--- config.mk ---
export PLATFORM = sky130hd
export DESIGN_NAME = pwrgood_monitor
export DESIGN_NICKNAME = d
export VERILOG_FILES = /design/src/rtl/pg_monitor_pkg.sv /design/src/rtl/pg_window_dp.sv /design/src/rtl/pg_ctrl.sv /design/src/rtl/pwrgood_monitor.sv
export SDC_FILE = /design/constraint.sdc
export NUM_CORES = 1
export LEC_CHECK = 0
export BUFFER_PORTS_ARGS = -buffer_cell sky130_fd_sc_hd__buf_2
export CORE_AREA = 5 5 116 118
export CTS_CLUSTER_DIAMETER = 100
export DETAILED_ROUTE_END_ITERATION = 12
export DIE_AREA = 0 0 121 123
export GPL_ROUTABILITY_DRIVEN = 0
export HOLD_SLACK_MARGIN = 0.06
export MAX_ROUTING_LAYER = met4
export PLACE_DENSITY = 0.71
export SYNTH_ARGS = -nofsm -noshare
export SYNTH_HDL_FRONTEND = slang
export SYNTH_SLANG_ARGS = --single-unit
--- constraint.sdc ---
create_clock -name clk -period 1.8 [get_ports clk]
set_clock_uncertainty 0.15 [all_clocks]
set_input_delay 0.36 -clock clk [delete_from_list [all_inputs] [get_ports clk]]
set_output_delay 0.36 -clock clk [all_outputs]
set_load 0.02 [all_outputs]
--- src/rtl/pg_monitor_pkg.sv ---
package pg_monitor_pkg;
  // Window decisions passed from datapath to control
  typedef struct packed {
    logic inNarrow;
    logic inWide;
  } pg_win_t;
endpackage

--- src/rtl/pg_window_dp.sv ---
module pg_window_dp
  import pg_monitor_pkg::*;
#(
  parameter int DATA_W    = 10,
  parameter int ENTRY_PCT = 5,
  parameter int EXIT_PCT  = 7
) (
  input  logic              clk,
  input  logic              rstN,
  input  logic [DATA_W-1:0] fbCode,
  input  logic [DATA_W-1:0] refCode,
  output pg_win_t           win
);
  localparam int PROD_W = DATA_W + 8;
  localparam int SUM_W  = DATA_W + 2;
  localparam int PCT [2] = '{ENTRY_PCT, EXIT_PCT};

  logic [1:0] hit;
  logic [1:0] hitQ;

  genvar g;
  generate
    for (g = 0; g < 2; g++) begin : gWin
      logic [PROD_W-1:0] prod;
      logic [SUM_W-1:0]  dev;
      logic [SUM_W-1:0]  fbExt;
      logic [SUM_W-1:0]  refExt;
      always_comb begin
        prod   = PROD_W'(refCode) * PROD_W'(PCT[g]);
        dev    = SUM_W'(prod / PROD_W'(100));
        fbExt  = SUM_W'(fbCode);
        refExt = SUM_W'(refCode);
        // inclusive limits written without subtraction to avoid underflow
        hit[g] = (fbExt + dev >= refExt) && (fbExt <= refExt + dev);
      end
    end
  endgenerate

  always_ff @(posedge clk or negedge rstN) begin
    if (!rstN) hitQ <= '0;
    else       hitQ <= hit;
  end

  assign win.inNarrow = hitQ[0];
  assign win.inWide   = hitQ[1];
endmodule

--- src/rtl/pg_ctrl.sv ---
module pg_ctrl
  import pg_monitor_pkg::*;
#(
  parameter int DWELL_US    = 3300,
  parameter int EXIT_CYCLES = 1
) (
  input  logic    clk,
  input  logic    rstN,
  input  logic    enable,
  input  logic    usTick,
  input  logic    cycleTick,
  input  pg_win_t win,
  output logic    pgState
);
  localparam int DW_W = $clog2(DWELL_US + 1);
  localparam int EX_W = $clog2(EXIT_CYCLES + 2);

  logic [DW_W-1:0] dwellCnt;
  logic [EX_W-1:0] exitCnt;

  always_ff @(posedge clk or negedge rstN) begin
    if (!rstN) begin
      pgState  <= 1'b0;
      dwellCnt <= '0;
      exitCnt  <= '0;
    end else if (!enable) begin
      pgState  <= 1'b0;
      dwellCnt <= '0;
      exitCnt  <= '0;
    end else if (!pgState) begin
      exitCnt <= '0;
      if (!win.inNarrow) begin
        dwellCnt <= '0;
      end else if (usTick) begin
        if (dwellCnt == DW_W'(DWELL_US - 1)) begin
          pgState  <= 1'b1;
          dwellCnt <= '0;
        end else begin
          dwellCnt <= dwellCnt + 1'b1;
        end
      end
    end else begin
      dwellCnt <= '0;
      if (win.inWide) begin
        exitCnt <= '0;
      end else if (cycleTick) begin
        if (exitCnt == EX_W'(EXIT_CYCLES)) begin
          pgState <= 1'b0;
          exitCnt <= '0;
        end else begin
          exitCnt <= exitCnt + 1'b1;
        end
      end
    end
  end
endmodule

--- src/rtl/pwrgood_monitor.sv ---
module pwrgood_monitor
  import pg_monitor_pkg::*;
#(
  parameter int DATA_W      = 10,
  parameter int DWELL_US    = 3300,
  parameter int ENTRY_PCT   = 5,
  parameter int EXIT_PCT    = 7,
  parameter int EXIT_CYCLES = 1
) (
  input  logic              clk,
  input  logic              rstN,
  input  logic              enable,
  input  logic [DATA_W-1:0] fbCode,
  input  logic [DATA_W-1:0] refCode,
  input  logic              cycleTick,
  input  logic              usTick,
  input  logic              startup,
  input  logic              mask,
  input  logic              dispSel,
  output logic              pgOut,
  output logic              intPin
);
  pg_win_t win;
  logic    pgState;

  pg_window_dp #(.DATA_W(DATA_W), .ENTRY_PCT(ENTRY_PCT), .EXIT_PCT(EXIT_PCT)) uDp (
    .clk(clk), .rstN(rstN), .fbCode(fbCode), .refCode(refCode), .win(win)
  );

  pg_ctrl #(.DWELL_US(DWELL_US), .EXIT_CYCLES(EXIT_CYCLES)) uCtrl (
    .clk(clk), .rstN(rstN), .enable(enable), .usTick(usTick),
    .cycleTick(cycleTick), .win(win), .pgState(pgState)
  );

  assign pgOut  = pgState & ~mask;
  assign intPin = ~mask & ((startup & ~pgState) | (dispSel & pgState));
endmodule

==> run metrics, run 1 <==
status finished, violations left; violated checks setup timing; cell count after synthesis 827; crit path launch refCode[1]; ANT cells 0; DRC 0; Hold Path Class primary input to flop; num rows 41; unrepaired setup endpoints after global routing yes; Syn. warnings 0; number of DRC violations after detailed-routing iteration 0 855; Fin. Hold Viols 0; asr flop ratio synth 100.0%; Crit Path Class primary input to flop; worst setup margin -6.254 ns; Final ANT Viol Nets 0; reg2reg start uCtrl.dwellCnt[8]$_DFFE_PN0P_; initial antenna violation count 0; die width 121 um; DR WL/cell 18.53 um; Syn-to-layout area delta 49.06%; fmax 0.1242 GHz; Synth Cell Area 0.006565 mm^2; input/output buffers 29; slowest cell on the critical path fa_1; Unique masters post-synth 103; RR Endpoint uCtrl.dwellCnt[3]$_DFFE_PN0P_; Worst Path Max Fanout 8; Slew @ Worst Pin 0.5661 ns; number of synthesized register bits 17; Reg2Reg Setup Slack 0.07 ns; CTS Sinks 17; crit path to uDp.hitQ[1]$_DFF_PN0_; vias after detailed routing 8045; H-tree depth 1; Post-synth EDFFs 0; Worst path max stage delay 0.54 ns; cell mode on critical path buf_4; first-pass GRT wire length 37450 um; CTS Buf Count 3; Core ar. 0.01236 mm^2; Die Ht 123 um; hpwl dp 16910 um; layout cells sized above 1 42.98%; Die ar. 0.01488 mm^2; syn_nets 969; io pins 30; CP arrival 8.08 ns; post-synthesis sequential area ratio 6.480%; period utilization 447.4%; type of origin of the critical path primary input; main flop type after synthesis dfrtp_1; DR vias/cell 6.198; # nets final 1269; WP data required 1.83 ns; First-pass DRT Iterations 5; vias in the first global route 8234; final wirelength 24050 um; max cap viols 0; Max Slew Vio Count 0; Slew HR 62.26%; Mean Syn Cell Area 7.938 um^2; dpl ws -6.707 ns; clock latency on the worst-skew pair 0.25 ns; Final min period 8.054 ns; GRT Total Usage 30.54%; Final Setup Violations 2; GRT Residual Overflow 0; R2R depth 6; Root Driver clkbuf_16; starting density of the core 53.10%; CTS Buffer Depth 2; CTS tree built; largest net degree at the start of global routing 18; Reg clk slew, reported paths 0.06 ns; Worst setup EP type flop
[how the worst min path moves through the flow]
stage | startpoint | endpoint | slack (ns) | cells after the start
finish | enable | uCtrl.pgState$_DFF_PN0_ | 0.26 | 2
global route | enable | uCtrl.pgState$_DFF_PN0_ | 0.26 | 2
CTS | enable | uCtrl.pgState$_DFF_PN0_ | 0.24 | 2
detailed placement | rstN | uCtrl.pgState$_DFF_PN0_ | 0.16 | 1
global placement | rstN | uCtrl.pgState$_DFF_PN0_ | 0.15 | 1
floorplan | rstN | uCtrl.dwellCnt[0]$_DFFE_PN0P_ | -0.09 | 0
[per-layer routing]
layer	part of all wire (%)	wire [um]	vias up	GRT usage, %
li1	-	-	3738	-
met1	41	9965	3825	37.39
met2	50	12020	372	54.53
met3	5.0	1195	110	2.196
met4	3.6	862	0	8.215
met5	0	0	-	-
[what timing repair did]
action                                  CTS  global route
hold buffers                              1             0
hold endpoints to repair                 17             0
setup buffers                            29             6
resized for setup                        85            50
pin swaps                                63            51
endpoints found under the setup margin   11            13
gates cloned                              0             0
[synthesized netlist by cell type (8+ instances only)]
master,instances,area (um^2)
nand2_1,46,172.7
ha_1,99,1239
and3_1,14,87.58
buf_2,8,40.04
o21bai_1,12,90.09
o211ai_1,11,82.58
xnor2_1,47,411.6
a21o_1,18,135.1
dfrtp_1,17,425.4
nor2_1,54,202.7
o31ai_1,8,60.06
xor2_1,17,148.9
a31oi_1,10,62.56
nor2b_1,21,131.4
nor3_1,10,50.05
o21ai_0,50,250.2
inv_1,51,191.4
nand3_1,20,100.1
a21oi_1,64,320.3
mux2i_1,9,90.09
fa_1,15,300.3
nand4_1,11,68.82
o21a_1,11,82.58
nand2b_1,16,100.1
[registers in the layout, indices dropped and copies added (netlist names)]
signal and count:
uDp.hitQ 2, uCtrl.dwellCnt 12, uCtrl.exitCnt 2, uCtrl.pgState 1
[worst max-delay path: cells and delay by family]
| family | cells | cell delay, ns |
|---|---|---|
| adder cells (fa/ha/maj) | 5 | 1.81 |
| buffers and inverters | 7 | 0.99 |
| AO/OA/AOI/OAI | 16 | 3.42 |
| XOR/XNOR | 1 | 0.09 |
| multiplexers | 1 | 0.33 |
| AND/OR/NAND/NOR | 9 | 1.08 |
[placed cells by master, fill, tap and decap left out, types with 6 or more instances in the layout]
master / synthesis / routed
a21o_1: 18 / 18
a21oi_1: 64 / 46
a21oi_2: 2 / 17
a31oi_1: 10 / 9
and3_1: 14 / 11
buf_2: 8 / 25
buf_4: 3 / 281
buf_6: 6 / 7
dfrtp_1: 17 / 17
fa_1: 15 / 11
ha_1: 99 / 88
ha_4: 0 / 7
inv_1: 51 / 47
mux2i_1: 9 / 8
nand2_1: 46 / 45
nand2b_1: 16 / 15
nand3_1: 20 / 18
nand4_1: 11 / 11
nor2_1: 54 / 51
nor2b_1: 21 / 19
nor3_1: 10 / 6
o211ai_1: 11 / 11
o21a_1: 11 / 11
o21ai_0: 50 / 36
o21ai_1: 6 / 12
o21ai_2: 2 / 7
o21bai_1: 12 / 11
o31ai_1: 8 / 6
or3_1: 6 / 6
xnor2_1: 47 / 43
xor2_1: 17 / 16
[per-stage QoR]
stage / instances / hold slack, ns / util [%] / TNS (ns) / cell area (um^2)
4_1_cts: 1292 / 0.2428 / 76.85 / -11.94 / 9502
3_3_place_gp: 1258 / 0.1457 / 71.25 / -12.63 / 8808
6_report: 1298 / 0.2645 / 79.15 / -12.21 / 9786
3_5_place_dp: 1258 / 0.1573 / 71.25 / -13.27 / 8808
5_1_grt: 1298 / 0.2649 / 79.15 / -12.99 / 9786
2_1_floorplan: 827 / -0.08559 / - / -11.25 / 6701
[layout make-up]
class / instances / area, um^2
Clock buffer: 3 / 75.07
Clock inverter: 1 / 7.507
Fill cell: 753 / 2577
Inverter: 52 / 197.7
Multi-Input combinational cell: 735 / 6471
Sequential cell: 17 / 425.4
Tap cell: 172 / 215.2
Timing Repair Buffer: 318 / 2394
[kinds of logic (layout without fill, tap and decap cells)]
kind of cell             count (synthesis)  count (layout)  synth area share, %
flip-flops                              17              17                6.480
adder cells (fa/ha/maj)                115             115                23.61
AO/OA/AOI/OAI                          296             296                32.80
buffers and inverters                   75             374                5.432
AND/OR/NAND/NOR                        243             243                20.28
XOR/XNOR                                65              65                8.786
multiplexers                            16              16                2.611
Power of run 1 is left out: the tool's default activity adds up to more than one toggle a clock period on the data nets, which glitch-free logic cannot reach.
==> run 2, diff against run 1 <==
==> constraint.sdc (replaced) <==
create_clock -name clk -period 9.2 [get_ports clk]
set_clock_uncertainty 0.15 [all_clocks]
set_input_delay 1.84 -clock clk [delete_from_list [all_inputs] [get_ports clk]]
set_output_delay 1.84 -clock clk [all_outputs]
set_load 0.02 [all_outputs]
==> run 2 against run 1 <==
  * The run still ends with setup timing left
  * Hold slack gained 0.099 ns
  * Utilization down 4.0 points
  * Non-clock buffer count decreased by 50
  * Cell area decreased by 5.1%
  * Flip-flop and latch count did not move
  * First-iteration DRC count decreased by 18%
  * Global-route usage is 2.5 points lower
  * Via count shrank 3.3%
  * Worst setup slack gained 5.8 ns
  * Critical path depth increased by 3
==> run metrics, run 2 (same netlist as run 1, synthesis figures left out) <==
status finished, violations left; violated checks setup timing; Worst Path Max Fanout 5 (-3); Final min period 9.626 ns; worst setup margin -0.4260 ns (+5.828 ns); Die ar. 0.01488 mm^2 (unchanged); WP data required 9.23 ns (+7.40 ns); CP arrival 9.65 ns (+1.57 ns); number of DRC violations after detailed-routing iteration 0 701 (-18%); Die Ht 123 um (unchanged); io pins 30 (unchanged); commonest cells after routing, fill and taps aside buf_4, ha_1, nor2_1, inv_1, xnor2_1; CTS Buf Count 3 (unchanged); setup TNS -0.5608 ns (+11.65 ns); layout cells sized above 1 38.85% (-4.1 points); Largest Register uCtrl.dwellCnt; cell mode on critical path buf_4; num rows 41 (unchanged); Final Setup Violations 2 (unchanged); Core ar. 0.01236 mm^2 (unchanged); DR WL/cell 17.76 um (-4.2%); Syn-to-layout area delta 41.47%; DR vias/cell 6.232 (+0.55%); First-pass DRT Iterations 5 (unchanged); vias after detailed routing 7778 (-3.3%); clock latency on the worst-skew pair 0.25 ns (about the same); R2R depth 7 (+1); Slew @ Worst Pin 0.6380 ns (+0.07183 ns); die width 121 um (unchanged); Fin. Hold Viols 0 (unchanged); Root Driver clkbuf_16; hold depth 1 (-1); ANT cells 0 (unchanged); input/output buffers 29 (unchanged); period utilization 104.6%; initial antenna violation count 0 (unchanged); Sequential Area 425.4 um^2 (unchanged); CTS Sinks 17 (unchanged); vias in the first global route 7594 (-7.8%); starting density of the core 53.10% (unchanged); Max Slew Vio Count 0 (unchanged); DRC 0 (unchanged); Reg clk slew, reported paths 0.05 ns (about the same); Crit Path Class primary input to flop; biggest registers after layout uCtrl.dwellCnt: 12 flops, uCtrl.exitCnt: 2 flops, uDp.hitQ: 2 flops; Hold Path Class flop to flop; CTS Buffer Depth 2 (unchanged); first-pass GRT wire length 34660 um (-7.4%); final wirelength 22160 um (-7.8%); Slew HR 57.16% (-5.1 points); Filler cells 844 (+12%); largest net degree at the start of global routing 18 (unchanged); area taken by multi-input logic gates 0.006374 mm^2 (-1.5%); Worst path max stage delay 0.47 ns (-0.07 ns); Worst setup EP type flop; hpwl dp 16470 um (-2.6%); Final ANT Viol Nets 0 (unchanged); GRT Residual Overflow 0 (unchanged); GRT Total Usage 28.03% (-2.5 points); slowest cell on the critical path fa_1; max reg flops 12 (unchanged); unrepaired setup endpoints after global routing yes; # nets final 1219 (-3.9%); CTS tree built; fmax 0.1039 GHz; type of origin of the critical path primary input; commonest non-fill, non-tap cell in the layout buf_4; H-tree depth 1 (unchanged); max cap viols 0 (unchanged)
[run 2: cell type report]
cell class                 instances  share of cell area [%]
tap                              172                   2.317
sequential                        17                   4.580
multi-input combinational        735                   68.62
timing repair buffer             268                   21.49
clock buffer                       3                  0.8083
clock inverter                     1                 0.05389
inverter                          52                   2.129
[run 2: layer usage]
layer	global-route usage, %	vias up	part of all wire (%)
li1	-	3626	-
met1	35.03	3679	43
met2	49.64	387	49
met4	6.728	0	3.0
met5	-	-	0
met3	1.921	86	5.4
[run 2: repair_timing]
action                                  4_1_cts  5_1_grt
setup buffers                                15        9
hold buffers                                  0        0
endpoints found under the setup margin        2        2
pin swaps                                    41       45
gates resized for setup                      64       75
[run 2: worst max-delay path: cells and delay by family]
family,cells,cell delay [ns]
XOR/XNOR,2,0.46
adder cells (fa/ha/maj),6,1.99
buffers and inverters,7,0.91
AND/OR/NAND/NOR,10,1.01
AO/OA/AOI/OAI,17,3.41
[run 2: path summary, 6_finish.rpt]
kind                                                     from                       endpoint  slack (ns)
min in group asynchronous                                rstN  uCtrl.dwellCnt[2]$_DFFE_PN0P_        1.36
max in group asynchronous                                rstN  uCtrl.dwellCnt[4]$_DFFE_PN0P_        7.26
worst max-delay path                               refCode[1]          uDp.hitQ[1]$_DFF_PN0_       -0.43
worst min register to register  uCtrl.dwellCnt[3]$_DFFE_PN0P_  uCtrl.dwellCnt[3]$_DFFE_PN0P_        0.36
worst max register to register  uCtrl.dwellCnt[0]$_DFFE_PN0P_  uCtrl.dwellCnt[8]$_DFFE_PN0P_        7.14
worst min-delay path            uCtrl.dwellCnt[3]$_DFFE_PN0P_  uCtrl.dwellCnt[3]$_DFFE_PN0P_        0.36
[run 2: through the flow]
stage          setup slack [ns]  instances  util, %  hold slack [ns]  cell area (um^2)
6_report                -0.4260       1248    75.12           0.3637              9288
5_1_grt                 -0.6823       1248    75.12           0.3861              9288
4_1_cts                 -0.1405       1240    71.85           0.3637              8882
3_5_place_dp            -0.8544       1221    68.05           0.3503              8413
3_3_place_gp            -0.4688       1221    68.05           0.3476              8413
2_1_floorplan           0.01076        827        -           0.3176              6590
Power of run 2 is left out for the same reason.
==> run 3, diff against run 2 <==
--- a/config.mk
+++ b/config.mk
@@ -5,15 +5,16 @@
 export SDC_FILE = /design/constraint.sdc
 export NUM_CORES = 1
 export LEC_CHECK = 0
+export ABC_AREA = 1
 export BUFFER_PORTS_ARGS = -buffer_cell sky130_fd_sc_hd__buf_2
-export CORE_AREA = 5 5 116 118
+export CORE_AREA = 5 5 108 110
 export CTS_CLUSTER_DIAMETER = 100
 export DETAILED_ROUTE_END_ITERATION = 12
-export DIE_AREA = 0 0 121 123
+export DIE_AREA = 0 0 113 115
 export GPL_ROUTABILITY_DRIVEN = 0
 export HOLD_SLACK_MARGIN = 0.06
 export MAX_ROUTING_LAYER = met4
-export PLACE_DENSITY = 0.71
+export PLACE_DENSITY = 0.72
 export SYNTH_ARGS = -nofsm -noshare
 export SYNTH_HDL_FRONTEND = slang
 export SYNTH_SLANG_ARGS = --single-unit
==> run 3 against run 2 <==
  * The run now ends clean
  * Synthesized cell count up 8.2%
  * Utilization fell by 16 points
  * Sequential share of layout area is 2.2 points higher
  * Hold slack got worse by 0.011 ns
  * Worst setup slack improved by 1.1 ns
  * Cell count is 14% lower
  * Flip-flop and latch count unchanged
  * Routed wire length down 40%
  * Fmax is 13% higher
  * Critical path type unchanged
  * Via count decreased by 27%
==> run metrics, run 3 <==
status completed; hpwl dp 11420 um (-31%); Final ANT Viol Nets 0 (unchanged); layout cells sized above 1 14.50% (-24 points); max reg flops 12 (unchanged); unrepaired setup endpoints after global routing no; Slew @ Worst Pin 0.5723 ns (-0.06571 ns); commonest non-fill, non-tap cell in the layout nand2_1; Final Setup Violations 0 (-2); die width 113 um (-6.6%); CP arrival 8.54 ns (-1.11 ns); post-synthesis simple-gate area fraction 36.80% (+17 points); adder-cell area share of the yosys netlist 26.97% (+3.4 points); GRT Total Usage 21.19% (-6.8 points); number of synthesized register bits 17 (unchanged); First-pass DRT Iterations 5 (unchanged); Post-Synth XOR/XNOR Area 6.447% (-2.3 points); io pins 30 (unchanged); DR vias/cell 5.296 (-15%); initial antenna violation count 0 (unchanged); clock latency on the worst-skew pair 0.25 ns (about the same); Die ar. 0.01300 mm^2 (-13%); Syn-to-layout area delta 10.61%; ANT cells 0 (unchanged); Reg clk slew, reported paths 0.07 ns (+0.02 ns); post-synthesis sequential area ratio 7.456% (+0.98 points); final wirelength 13240 um (-40%); GRT Residual Overflow 0 (unchanged); # nets final 1081 (-11%); DR WL/cell 12.28 um (-31%); vias after detailed routing 5709 (-27%); type of origin of the critical path primary input; Mean Syn Cell Area 6.375 um^2 (-20%); input/output buffers 29 (unchanged); Yosys top cell by area ha_1; Compound-Gate Fraction of Synth Area 12.32% (-20 points); dominant cells by area after synthesis ha_1, nand2_1, inv_1; Crit Path Class primary input to flop; main flop type after synthesis dfrtp_1; largest family of logic cells by synthesized area simple AND/OR/NAND/NOR gates; max cap viols 0 (unchanged); first-pass GRT wire length 22830 um (-34%); CTS Buf Count 3 (unchanged); syn_nets 1037 (+7.0%); largest net degree at the start of global routing 18 (unchanged); biggest registers after layout uCtrl.dwellCnt: 12 flops, uCtrl.exitCnt: 2 flops, uDp.hitQ: 2 flops; Worst Path Max Fanout 7 (+2); mux cell area share after synthesis 0% (-2.6 points); Root Driver clkbuf_8; setup TNS 0 ns (+0.5608 ns); Syn. warnings 0 (unchanged); CTS tree built; asr flop ratio synth 100.0% (unchanged); Synth Cell Area 0.005705 mm^2 (-13%); Fin. Hold Viols 0 (unchanged); Largest Register uCtrl.dwellCnt; DRC 0 (unchanged); number of DRC violations after detailed-routing iteration 0 254 (-64%); cell count after synthesis 895 (+8.2%); Final min period 8.551 ns (-1.075 ns); Max Slew Vio Count 0 (unchanged); top-count cell post-synth nand2_1; Die Ht 115 um (-6.5%); Core ar. 0.01060 mm^2 (-14%); Yosys top cell area share 21.71% (+2.8 points); period utilization 92.94% (-12 points); WP data required 9.19 ns (-0.04 ns); num rows 38 (-7.3%); CTS Buffer Depth 2 (unchanged); top post-synthesis cells by count nand2_1, inv_1, ha_1; Unique masters post-synth 43 (-58%); starting density of the core 53.81% (+0.71 points); Hold Path Class flop to flop; Post-synth EDFFs 0 (unchanged); H-tree depth 1 (unchanged); slowest cell on the critical path fa_1; Hold Buf Count CTS 0 (unchanged); cell mode on critical path nand2_1; fmax 0.1169 GHz (+13%); vias in the first global route 5200 (-32%); Worst path max stage delay 0.50 ns (+0.03 ns); Slew HR 61.71% (+4.5 points); CTS Sinks 17 (unchanged); commonest cells after routing, fill and taps aside nand2_1, inv_1, ha_1, nand3_1, nor2_1; Worst setup EP type flop
==> run 3: cell types whose count changed after synthesis, moves of 16 or more <==
cell	delta
nand2_1	+179
inv_1	+92
nand3_1	+47
xnor2_1	-35
nand2_2	+34
o21ai_0	-22
nor2b_1	-21
a21o_1	-16
nand2b_1	-16
==> run 3: final timing paths <==
| check | start | endpoint | slack (ns) | cells past startpoint |
|---|---|---|---|---|
| max | refCode[0] | uDp.hitQ[1]$_DFF_PN0_ | 0.65 | 51 |
| min | uCtrl.exitCnt[1]$_DFFE_PN0P_ | uCtrl.exitCnt[1]$_DFFE_PN0P_ | 0.35 | 2 |
| max reg2reg | uCtrl.dwellCnt[2]$_DFFE_PN0P_ | uCtrl.dwellCnt[11]$_DFFE_PN0P_ | 7.09 | 12 |
| min reg2reg | uCtrl.exitCnt[1]$_DFFE_PN0P_ | uCtrl.exitCnt[1]$_DFFE_PN0P_ | 0.35 | 2 |
| max in group asynchronous | rstN | uCtrl.dwellCnt[8]$_DFFE_PN0P_ | 7.27 | 1 |
| min in group asynchronous | rstN | uCtrl.dwellCnt[9]$_DFFE_PN0P_ | 1.35 | 1 |
==> run 3: cells by family after synthesis <==
logic type	count (synthesis)
compound gates	120
buf+inv	152
flops	17
xor+xnor	42
fa+ha+maj	114
simple gates	450
==> run 3: through the flow <==
stage | std cells | util [%] | hold slack, ns | setup slack [ns] | cell area [um^2]
floorplan | 895 | - | 0.3099 | 1.011 | 5705
detailed placement | 1071 | 57.36 | 0.3471 | 0.07009 | 6082
CTS | 1075 | 57.79 | 0.3596 | 0.3208 | 6127
global placement | 1071 | 57.36 | 0.3344 | 0.2683 | 6082
finish | 1078 | 59.52 | 0.3523 | 0.6493 | 6311
global route | 1078 | 59.52 | 0.3921 | 0.004064 | 6311
==> run 3: cell type report <==
type | instances | area (um^2)
clock buffer | 4 | 45.04
fill | 1079 | 4292
inverter | 151 | 566.8
multi-input combinational | 726 | 4853
sequential | 17 | 425.4
tap | 140 | 175.2
timing repair buffer | 40 | 245.2
==> run 3: critical path, delay by kind of cell <==
family	cells	cell delay, ns
adder cells (fa/ha/maj)	6	1.94
buffers and inverters	3	0.31
XOR/XNOR	1	0.15
AO/OA/AOI/OAI	7	1.01
AND/OR/NAND/NOR	34	3.26
==> run 3: what timing repair did <==
item	4_1_cts	5_1_grt
buffers inserted	0	3
gates resized for setup	0	41
endpoints found under the setup margin	0	2
==> run 3: layer usage <==
| layer | GRT usage (%) | share of wire, % | vias to the layer above |
|---|---|---|---|
| met4 | 3.285 | 1.1 | 0 |
| li1 | - | - | 3035 |
| met2 | 35.11 | 46 | 70 |
| met5 | - | 0 | - |
| met1 | 29.23 | 49 | 2590 |
| met3 | 1.211 | 3.3 | 14 |
Power of run 3 is left out for the same reason.
